### config.mk
export PLATFORM = sky130hd
export DESIGN_NAME = acc_core
export DESIGN_NICKNAME = d
export VERILOG_FILES = /design/src/rtl/acc_pkg.sv /design/src/rtl/acc_sram.sv /design/src/rtl/acc_alu.sv /design/src/rtl/acc_ctrl.sv /design/src/rtl/acc_core.sv
export SDC_FILE = /design/constraint.sdc
export NUM_CORES = 1
export LEC_CHECK = 0
export ABC_AREA = 1
export BUFFER_PORTS_ARGS = -buffer_cell sky130_fd_sc_hd__buf_2
export CORE_MARGIN = 2
export CORE_UTILIZATION = 56
export DETAILED_ROUTE_END_ITERATION = 7
export PLACE_DENSITY_LB_ADDON = 0.25
export SETUP_SLACK_MARGIN = 0.05
export SYNTH_ARGS = -nofsm -noshare
export SYNTH_HDL_FRONTEND = slang
export SYNTH_HIERARCHICAL = 1
export SYNTH_SLANG_ARGS = --single-unit
### constraint.sdc
create_clock -name clk_i -period 6.35 [get_ports clk_i]
set_input_delay 0.9525 -clock clk_i [delete_from_list [all_inputs] [get_ports clk_i]]
set_output_delay 0.9525 -clock clk_i [all_outputs]
set_load 0.005 [all_outputs]
### src/rtl/acc_pkg.sv
package acc_pkg;
  localparam int OPC_W = 3;

  typedef enum logic [OPC_W-1:0] {
    OP_LOAD  = 3'd0,
    OP_STORE = 3'd1,
    OP_ADD   = 3'd2,
    OP_SUB   = 3'd3,
    OP_AND   = 3'd4,
    OP_BRZ   = 3'd5,
    OP_BRN   = 3'd6,
    OP_HALT  = 3'd7
  } opcode_e;

  typedef enum logic [1:0] {
    ALU_ADD,
    ALU_SUB,
    ALU_AND,
    ALU_PASS
  } alu_op_e;

  typedef enum logic [3:0] {
    ST_INIT,
    ST_FETCH,
    ST_FWAIT,
    ST_DECODE,
    ST_OPWAIT,
    ST_LDEX,
    ST_ALUEX,
    ST_STEX,
    ST_BRTAKE,
    ST_BRSKIP,
    ST_HALTED
  } state_e;
endpackage

### src/rtl/acc_sram.sv
module acc_sram #(
  parameter int W  = 16,
  parameter int AW = 5,
  localparam int DEPTH = 1 << AW
) (
  input  logic          clk_i,
  input  logic          we_i,
  input  logic [AW-1:0] waddr_i,
  input  logic [W-1:0]  wdata_i,
  input  logic [AW-1:0] raddr_i,
  output logic [W-1:0]  rdata_o
);
  logic [W-1:0] mem [DEPTH];

  always_ff @(posedge clk_i) begin
    if (we_i) mem[waddr_i] <= wdata_i;
    rdata_o <= mem[raddr_i];
  end
endmodule

### src/rtl/acc_alu.sv
module acc_alu import acc_pkg::*; #(
  parameter int W = 16
) (
  input  logic [W-1:0] a_i,
  input  logic [W-1:0] b_i,
  input  alu_op_e      op_i,
  output logic [W-1:0] res_o,
  output logic         z_o,
  output logic         n_o
);
  always_comb begin
    unique case (op_i)
      ALU_ADD: res_o = a_i + b_i;
      ALU_SUB: res_o = a_i - b_i;
      ALU_AND: res_o = a_i & b_i;
      default: res_o = b_i;
    endcase
    z_o = (res_o == '0);
    n_o = res_o[W-1];
  end
endmodule

### src/rtl/acc_ctrl.sv
module acc_ctrl import acc_pkg::*; #(
  parameter int AW = 5,
  localparam int IW = OPC_W + AW
) (
  input  logic          clk_i,
  input  logic          rst_ni,
  input  logic [IW-1:0] instr_i,
  input  logic          z_i,
  input  logic          n_i,
  output logic [AW-1:0] pc_o,
  output logic [AW-1:0] field_o,
  output alu_op_e       alu_op_o,
  output logic          acc_we_o,
  output logic          clear_o,
  output logic          store_o,
  output logic          halted_o
);
  state_e        state_q, state_d;
  logic [AW-1:0] pc_q;
  logic [IW-1:0] ir_q;
  opcode_e       opc;

  assign opc     = opcode_e'(ir_q[IW-1 -: OPC_W]);
  assign field_o = ir_q[AW-1:0];
  assign pc_o    = pc_q;

  always_comb begin
    state_d = state_q;
    unique case (state_q)
      ST_INIT:   state_d = ST_FETCH;
      ST_FETCH:  state_d = ST_FWAIT;
      ST_FWAIT:  state_d = ST_DECODE;
      ST_DECODE: begin
        unique case (opc)
          OP_STORE: state_d = ST_STEX;
          OP_BRZ:   state_d = z_i ? ST_BRTAKE : ST_BRSKIP;
          OP_BRN:   state_d = n_i ? ST_BRTAKE : ST_BRSKIP;
          OP_HALT:  state_d = ST_HALTED;
          default:  state_d = ST_OPWAIT;
        endcase
      end
      ST_OPWAIT: state_d = (opc == OP_LOAD) ? ST_LDEX : ST_ALUEX;
      ST_HALTED: state_d = ST_HALTED;
      default:   state_d = ST_FETCH;
    endcase
  end

  always_ff @(posedge clk_i or negedge rst_ni) begin
    if (!rst_ni) begin
      state_q <= ST_INIT;
      pc_q    <= '0;
      ir_q    <= '0;
    end else begin
      state_q <= state_d;
      unique case (state_q)
        ST_INIT:   begin pc_q <= '0; ir_q <= '0; end
        ST_FWAIT:  ir_q <= instr_i;
        ST_BRTAKE: pc_q <= field_o;
        ST_LDEX, ST_ALUEX, ST_STEX, ST_BRSKIP: pc_q <= pc_q + 1'b1;
        default: ;
      endcase
    end
  end

  always_comb begin
    unique case (opc)
      OP_ADD:  alu_op_o = ALU_ADD;
      OP_SUB:  alu_op_o = ALU_SUB;
      OP_AND:  alu_op_o = ALU_AND;
      default: alu_op_o = ALU_PASS;
    endcase
  end

  assign acc_we_o = (state_q == ST_LDEX) || (state_q == ST_ALUEX);
  assign clear_o  = (state_q == ST_INIT);
  assign store_o  = (state_q == ST_STEX);
  assign halted_o = (state_q == ST_HALTED);
endmodule

### src/rtl/acc_core.sv
module acc_core import acc_pkg::*; #(
  parameter int DW = 16,
  parameter int AW = 5,
  localparam int IW = OPC_W + AW
) (
  input  logic          clk_i,
  input  logic          rst_ni,
  input  logic          wr_en_i,
  input  logic          wr_sel_i,
  input  logic [AW-1:0] wr_addr_i,
  input  logic [DW-1:0] wr_data_i,
  output logic [AW-1:0] pc_o,
  output logic [DW-1:0] acc_o,
  output logic          z_o,
  output logic          n_o,
  output logic          halted_o
);
  logic [DW-1:0] acc_q, alu_res, dmem_rdata, dmem_wdata;
  logic [IW-1:0] imem_rdata;
  logic [AW-1:0] pc, field, dmem_waddr;
  logic          z_q, n_q, alu_z, alu_n;
  logic          acc_we, clear, store, imem_we, dmem_we, load_win;
  alu_op_e       alu_op;

  // loader port is live only while reset is held
  assign load_win   = !rst_ni && wr_en_i;
  assign imem_we    = load_win && !wr_sel_i;
  assign dmem_we    = (load_win && wr_sel_i) || store;
  assign dmem_waddr = rst_ni ? field : wr_addr_i;
  assign dmem_wdata = rst_ni ? acc_q : wr_data_i;

  acc_sram #(.W(IW), .AW(AW)) u_imem (
    .clk_i   (clk_i),
    .we_i    (imem_we),
    .waddr_i (wr_addr_i),
    .wdata_i (wr_data_i[IW-1:0]),
    .raddr_i (pc),
    .rdata_o (imem_rdata)
  );

  acc_sram #(.W(DW), .AW(AW)) u_dmem (
    .clk_i   (clk_i),
    .we_i    (dmem_we),
    .waddr_i (dmem_waddr),
    .wdata_i (dmem_wdata),
    .raddr_i (field),
    .rdata_o (dmem_rdata)
  );

  acc_ctrl #(.AW(AW)) u_ctrl (
    .clk_i    (clk_i),
    .rst_ni   (rst_ni),
    .instr_i  (imem_rdata),
    .z_i      (z_q),
    .n_i      (n_q),
    .pc_o     (pc),
    .field_o  (field),
    .alu_op_o (alu_op),
    .acc_we_o (acc_we),
    .clear_o  (clear),
    .store_o  (store),
    .halted_o (halted_o)
  );

  acc_alu #(.W(DW)) u_alu (
    .a_i   (acc_q),
    .b_i   (dmem_rdata),
    .op_i  (alu_op),
    .res_o (alu_res),
    .z_o   (alu_z),
    .n_o   (alu_n)
  );

  always_ff @(posedge clk_i or negedge rst_ni) begin
    if (!rst_ni) begin
      acc_q <= '0;
      z_q   <= 1'b0;
      n_q   <= 1'b0;
    end else if (clear) begin
      acc_q <= '0;
      z_q   <= 1'b0;
      n_q   <= 1'b0;
    end else if (acc_we) begin
      acc_q <= alu_res;
      z_q   <= alu_z;
      n_q   <= alu_n;
    end
  end

  assign pc_o  = pc;
  assign acc_o = acc_q;
  assign z_o   = z_q;
  assign n_o   = n_q;
endmodule

==> flow_metrics.tcl, run 1 <==
set metrics [dict create \
    ant_nets 0 \
    rows 92 \
    grt_pass1_wl_um 136000 \
    power.internal_mw 10.9 \
    fin_crit_sh_pct 62.6 \
    p_sw_share_pct 39.4 \
    setup_viol 0 \
    grt_util_all_layers_pct 26.9 \
    post_cts_buffers 0 \
    final_max_slew_viol_count 0 \
    antenna_found_initial 0 \
    wl_per_cell_um 20.8 \
    drt_iter0_drc 3318 \
    diodes 0 \
    portBuffers 48 \
    drt_pre_antenna_iters 6 \
    syn_inst 3360 \
    gp_congestion 0.939 \
    p_sw_mw 7.09 \
    grt_overflow 0 \
    p_seq_share_pct 37.5 \
    design.core.area_sq_um 63200 \
    rsz0062_at_grt "false" \
    cts.repair.resized 0 \
    dp_hpwl_um 51300 \
    fmax_ghz 0.252 \
    finalHoldViolCount 0 \
    cp_max_fo 18 \
    path_class "flip-flop to flip-flop" \
    clock_latency_ps 640 \
    synth_area_sq_um 35900 \
    seq_area_frac_synth_pct 68.1 \
    cts_buffers 84 \
    cts_sinks 827 \
    cts_hold_buf 0 \
    fin_hold_ws_ps 466 \
    start_kind "flip-flop" \
    ys_types 37 \
    cap_violations 0 \
    yosys_warnings 6 \
    syn_to_final_growth_pct 8.89 \
    vias_per_cell 5.78 \
    maxSlewHeadroom_pct 18.5 \
    run_status "finished clean" \
    die_h_um 257 \
    post-route-util_pct 61.8 \
    die_w_um 257 \
    clk_pin_slew_worst_paths_ps 60 \
    clkPwrFrac_pct 26.6 \
    min_period_ps 3970 \
    drc_errors 0 \
    ys_seq_elements 827 \
    cp.required_ps 6910 \
    pwr-share-comb_pct 35.9 \
    end_kind "flip-flop" \
    layout_setup_ws_ps 2380 \
    cts_tree "yes" \
    worst_slew_pin_slew_ps 1220 \
    grt_max_degree 161 \
    power_mw 18.0 \
    avgSynthCellArea_sq_um 10.7 \
    p_leak_nw 15.2 \
    pin_count 49 \
    die-area_sq_um 66100 \
    vdd_drop_max_mv 0.290 \
    start_util_pct 56.7 \
    cts.path.max_buffers 3 \
    fin_skew_ps 28.6 \
    final_common_cell "nand2_1" \
    grt_pass1_vias 23538 \
    mostFrequentLayoutCells "nand2_1, edfxtp_1, nand3_1" \
    cts_root_buf "clkbuf_16" \
    arrival_ps 4530 \
    syn-num-nets 3404 \
    vias 24807 \
    hp-class "input port to async pin" \
    drive_above_1_share_pct 7.43 \
    nets 3422 \
    cts-htree-levels 3 \
    pre_cts_slack_ps 2380 \
    cellPowerDensity_nw_per_um2 461 \
    drt-total-wl_um 89300 \
    timing.setup.tns_ps 0 \
]
## power by group through the flow
| stage | Sequential [mW] | Clock (mW) | Combinational (mW) |
|---|---|---|---|
| detailed placement | 6.86 | 0 | 6.30 |
| floorplan | 6.58 | 0 | 4.94 |
| finish | 6.76 | 4.79 | 6.47 |
| CTS | 6.75 | 4.86 | 6.35 |
| global route | 6.78 | 5.06 | 7.16 |
| global placement | 6.85 | 0 | 6.21 |
## cells in the mapped netlist
cell type	number	area share (%)
inv_2	8	0.084
nor2_2	1	0.017
nand3b_1	3	0.063
nor2_4	1	0.031
xor2_1	13	0.32
ha_1	18	0.63
nand2_2	9	0.16
inv_1	116	1.2
or2_1	1	0.017
fa_1	1	0.056
nand3_2	2	0.056
nand4_1	8	0.14
buf_1	4	0.042
o21ai_0	18	0.25
buf_4	41	0.86
o21bai_1	2	0.042
nand2_1	1330	14
inv_6	1	0.024
xnor2_1	2	0.049
nor2_1	110	1.2
a21oi_1	12	0.17
buf_2	56	0.78
edfxtp_1	768	64
nand3_1	673	9.4
or2_2	2	0.035
o211ai_1	9	0.19
o21a_1	1	0.021
a31oi_1	1	0.017
dfrtp_1	35	2.4
buf_6	52	1.6
and3_1	1	0.017
buf_8	1	0.042
nor3_1	4	0.056
clkbuf_1	28	0.29
buf_12	1	0.056
dfxtp_1	24	1.3
o31ai_1	3	0.063
## logic make-up after synthesis
group / count (synthesis) / share of synthesized area [%]
fa+ha+maj: 19 / 0.684
buf+inv: 308 / 5.03
flops: 827 / 68.1
simple gates: 2145 / 25.1
xor+xnor: 15 / 0.366
compound gates: 46 / 0.750
## per-stage QoR
stage | instances | instance area (sq um)
after global placement | 4138 | 36400
final | 4293 | 39000
after global routing | 4293 | 39000
after CTS | 4293 | 39000
after detailed placement | 4138 | 36400
after floorplan | 3360 | 35900
## sequential cells by signal, indices dropped and copies added, names as in the netlist
register / count
n_o: 1
z_o: 1
u_imem/rdata_o: 8
u_dmem/rdata_o: 16
u_dmem/mem: 512
u_imem/mem: 256
acc_o: 16
u_ctrl/ir_q: 8
u_ctrl/pc_o: 5
u_ctrl/state_q: 4
## worst max-delay path: stages (launching register included)
cell and delay [ps]:
dfrtp_1 400, inv_1 120, nand2_1 380, inv_2 460
nand2_1 340, inv_1 230, nor2_1 80, xor2_1 150
inv_1 80, ha_1 330, nand2_1 130, inv_1 50
nand2_1 60, nand3_1 160, or2_1 250, nand3_1 80
o31ai_1 100, nor2_1 140, nand3_1 120, nor2_1 120
nand3_1 80, nand2_1 80
## path summary, 6_finish.rpt
path                              startpoint  cells past startpoint  slack [ps]              to
setup / recovery              u_ctrl/ir_q[7]                     21        2380             z_o
hold / removal                        rst_ni                      2         470        acc_o[1]
setup reg to reg              u_ctrl/ir_q[7]                     21        2380             z_o
hold reg to reg            u_imem/rdata_o[4]                      2         530  u_ctrl/ir_q[4]
max in group asynchronous             rst_ni                      2        5390  u_ctrl/ir_q[0]
min in group clk_i         u_imem/rdata_o[4]                      2         530  u_ctrl/ir_q[4]
## layout make-up
| class | instances | area (sq um) |
|---|---|---|
| clock buffers | 107 | 2280 |
| clock inverters | 48 | 402 |
| fillers | 4886 | 24200 |
| inverters | 125 | 478 |
| multi-input cells | 2225 | 9630 |
| flip-flops and latches | 827 | 24400 |
| well taps | 846 | 1060 |
| repair buffers | 115 | 756 |
## routing by layer
layer / global-route usage [%] / share of wire (%) / up-vias
met1: 38.2 / 42 / 11927
li1: - / - / 11472
met4: 9.93 / 3.4 / 0
met2: 42.7 / 46 / 1213
met3: 3.76 / 8.6 / 195
met5: 0 / 0 / -
No activity file was read; power rests on OpenSTA's default activity.
==> run 2, diff against run 1 <==
- clock period: 6.35 -> 3.6 ns (I/O delays scaled with it)
==> run 2 against run 1 <==
Compared with the run above:
- clock skew rose by 9.9 ps
- largest cell class unchanged
- cell area up 1.4%
- utilization is 0.86 points higher
- hold slack worse by 150 ps
- clock-buffer cell count shrank 6
- critical path depth decreased by 1
- maximum frequency rose by 20%
- sequential share of layout area down 0.86 points
- power grew 80%
- flip-flop and latch count stayed put
==> flow_metrics.tcl, run 2 (synthesis gave the netlist of run 1 again) <==
set metrics [dict create \
    antenna_found_initial 2 \
    place_area_sq_um 36700 \
    cts_sinks 827 \
    syn_to_final_growth_pct 10.4 \
    portBuffers 48 \
    ant_nets 0 \
    worst_slew_pin_slew_ps 1490 \
    min_period_ps 3300 \
    finalHoldViolCount 0 \
    start_kind "flip-flop" \
    largestRegisters "u_dmem/mem x512, u_imem/mem x256" \
    nets 3466 \
    reg2reg_depth 20 \
    grt_max_degree 254 \
    grt_pass1_wl_um 137000 \
    rows 92 \
    timing.setup.tns_ps 0 \
    gp_congestion 0.903 \
    wl_per_cell_um 20.5 \
    stdcell_area_sq_um 39600 \
    clk_pin_slew_worst_paths_ps 60 \
    largest_register "u_dmem/mem" \
    maxSlewHeadroom_pct 0.945 \
    die-area_sq_um 66100 \
    instances_no_fill 4342 \
    grt_pass1_vias 23890 \
    layout_setup_ws_ps 296 \
    cap_violations 0 \
    fill_cells 4909 \
    fmax_ghz 0.303 \
    cts_buffers 84 \
    cts-htree-levels 3 \
    die_w_um 257 \
    end_kind "flip-flop" \
    power_mw 32.4 \
    grt_overflow 0 \
    grt_util_all_layers_pct 27.1 \
    cp.required_ps 4180 \
    run_status "finished clean" \
    rrSetupSlack_ps 300 \
    die_h_um 257 \
    pin_count 49 \
    pre_cts_slack_ps 307 \
    drt_pre_antenna_iters 6 \
    clock_latency_ps 650 \
    dp_hpwl_um 52900 \
    cts_tree "yes" \
    vias_per_cell 5.70 \
    drt-total-wl_um 89100 \
    design.core.area_sq_um 63200 \
    mostFrequentLayoutCells "nand2_1, edfxtp_1, nand3_1" \
    fin_skew_ps 38.4 \
    setup_viol 0 \
    fin_crit_sh_pct 91.8 \
    final_max_slew_viol_count 0 \
    cp_max_fo 11 \
    hp-class "input port to async pin" \
    arrival_ps 3880 \
    drive_above_1_share_pct 9.25 \
    rsz0062_at_grt "false" \
    cellPowerDensity_nw_per_um2 818 \
    reg2reg_from "u_ctrl/ir_q[6]" \
    r2r_end "z_o" \
    vdd_drop_max_mv 0.652 \
    path_class "flip-flop to flip-flop" \
    p_leak_nw 15.5 \
    largest_reg_flops 512 \
    drt_iter0_drc 2900 \
    drc_errors 0 \
    vias 24768 \
    final_common_cell "nand2_1" \
    cts_root_buf "clkbuf_16" \
    start_util_pct 56.7 \
    cts.path.max_buffers 3 \
    placed_cells 4180 \
]
run 2: cell types whose count changed in the layout (fill, tap and decap cells not counted), moves of 3 or more:
cell,previous run,this run
buf_4,66,103
clkinv_1,26,14
clkinv_2,9,17
buf_12,1,7
clkinvlp_4,3,7
bufinv_16,6,9
clkbuf_16,88,85
diode_2,0,3
nor2_1,110,107
nor2_2,1,4
run 2: timing repair:
| item | in CTS | in global routing |
|---|---|---|
| resized for setup | 0 | 10 |
| hold endpoints to repair | 4 | 0 |
| endpoints found under the setup margin | 0 | 1 |
| setup buffers | 0 | 1 |
| hold buffers | 1 | 0 |
run 2: power breakdown:
| part | internal [mW] | switching, mW | total [mW] |
|---|---|---|---|
| sequential | 11.2 | 0.503 | 11.7 |
| clock | 5.04 | 3.68 | 8.72 |
| combinational | 3.39 | 8.58 | 12.0 |
| total | 19.6 | 12.8 | 32.4 |
run 2: area by class of cell:
type,count,area [sq um],share of cell area (%)
Multi-Input combinational cell,2225,9660,24.4
Inverter,125,478,1.21
Clock buffer,101,2190,5.53
Timing Repair Buffer,159,1160,2.94
Antenna cell,3,7.51,0.0190
Sequential cell,827,24400,61.7
Clock inverter,56,598,1.51
Tap cell,846,1060,2.67
run 2: stage by stage:
stage          utilization, %  hold slack (ps)
2_1_floorplan               -              244
3_3_place_gp             58.1              404
3_5_place_dp             58.1              408
4_1_cts                  62.6              283
5_1_grt                  62.6              315
6_report                 62.6              312
run 2: worst max-delay path by stage:
stage	from	endpoint	slack (ps)	cells after the start
after global routing	u_ctrl/ir_q[6]	z_o	50	19
after CTS	u_dmem/rdata_o[0]	z_o	290	24
after detailed placement	u_dmem/rdata_o[0]	z_o	310	24
after global placement	u_dmem/rdata_o[0]	z_o	290	24
after floorplan	u_ctrl/ir_q[6]	acc_o[15]	530	21
final	u_ctrl/ir_q[6]	z_o	300	20
run 2: critical path, cell delays in order (launching register included):
cell and delay (ps):
dfrtp_1 430, xnor2_1 170, or2_2 290, nand2_1 90
buf_4 180, o31ai_1 100, xor2_1 140, inv_1 60
ha_1 360, nand2_1 140, inv_1 50, nand2_1 80
nand3_1 200, or2_1 270, nand3_1 60, o31ai_1 80
nor2_1 140, nand3_1 110, nor2_1 110, nand3_1 80
nand2_1 90
run 2: per-layer routing:
metal / track usage [%] / part of all wire, %
met1: 37.8 / 41
met2: 42.8 / 47
met3: 4.61 / 8.9
met4: 10.7 / 3.4
met5: 0 / 0.017
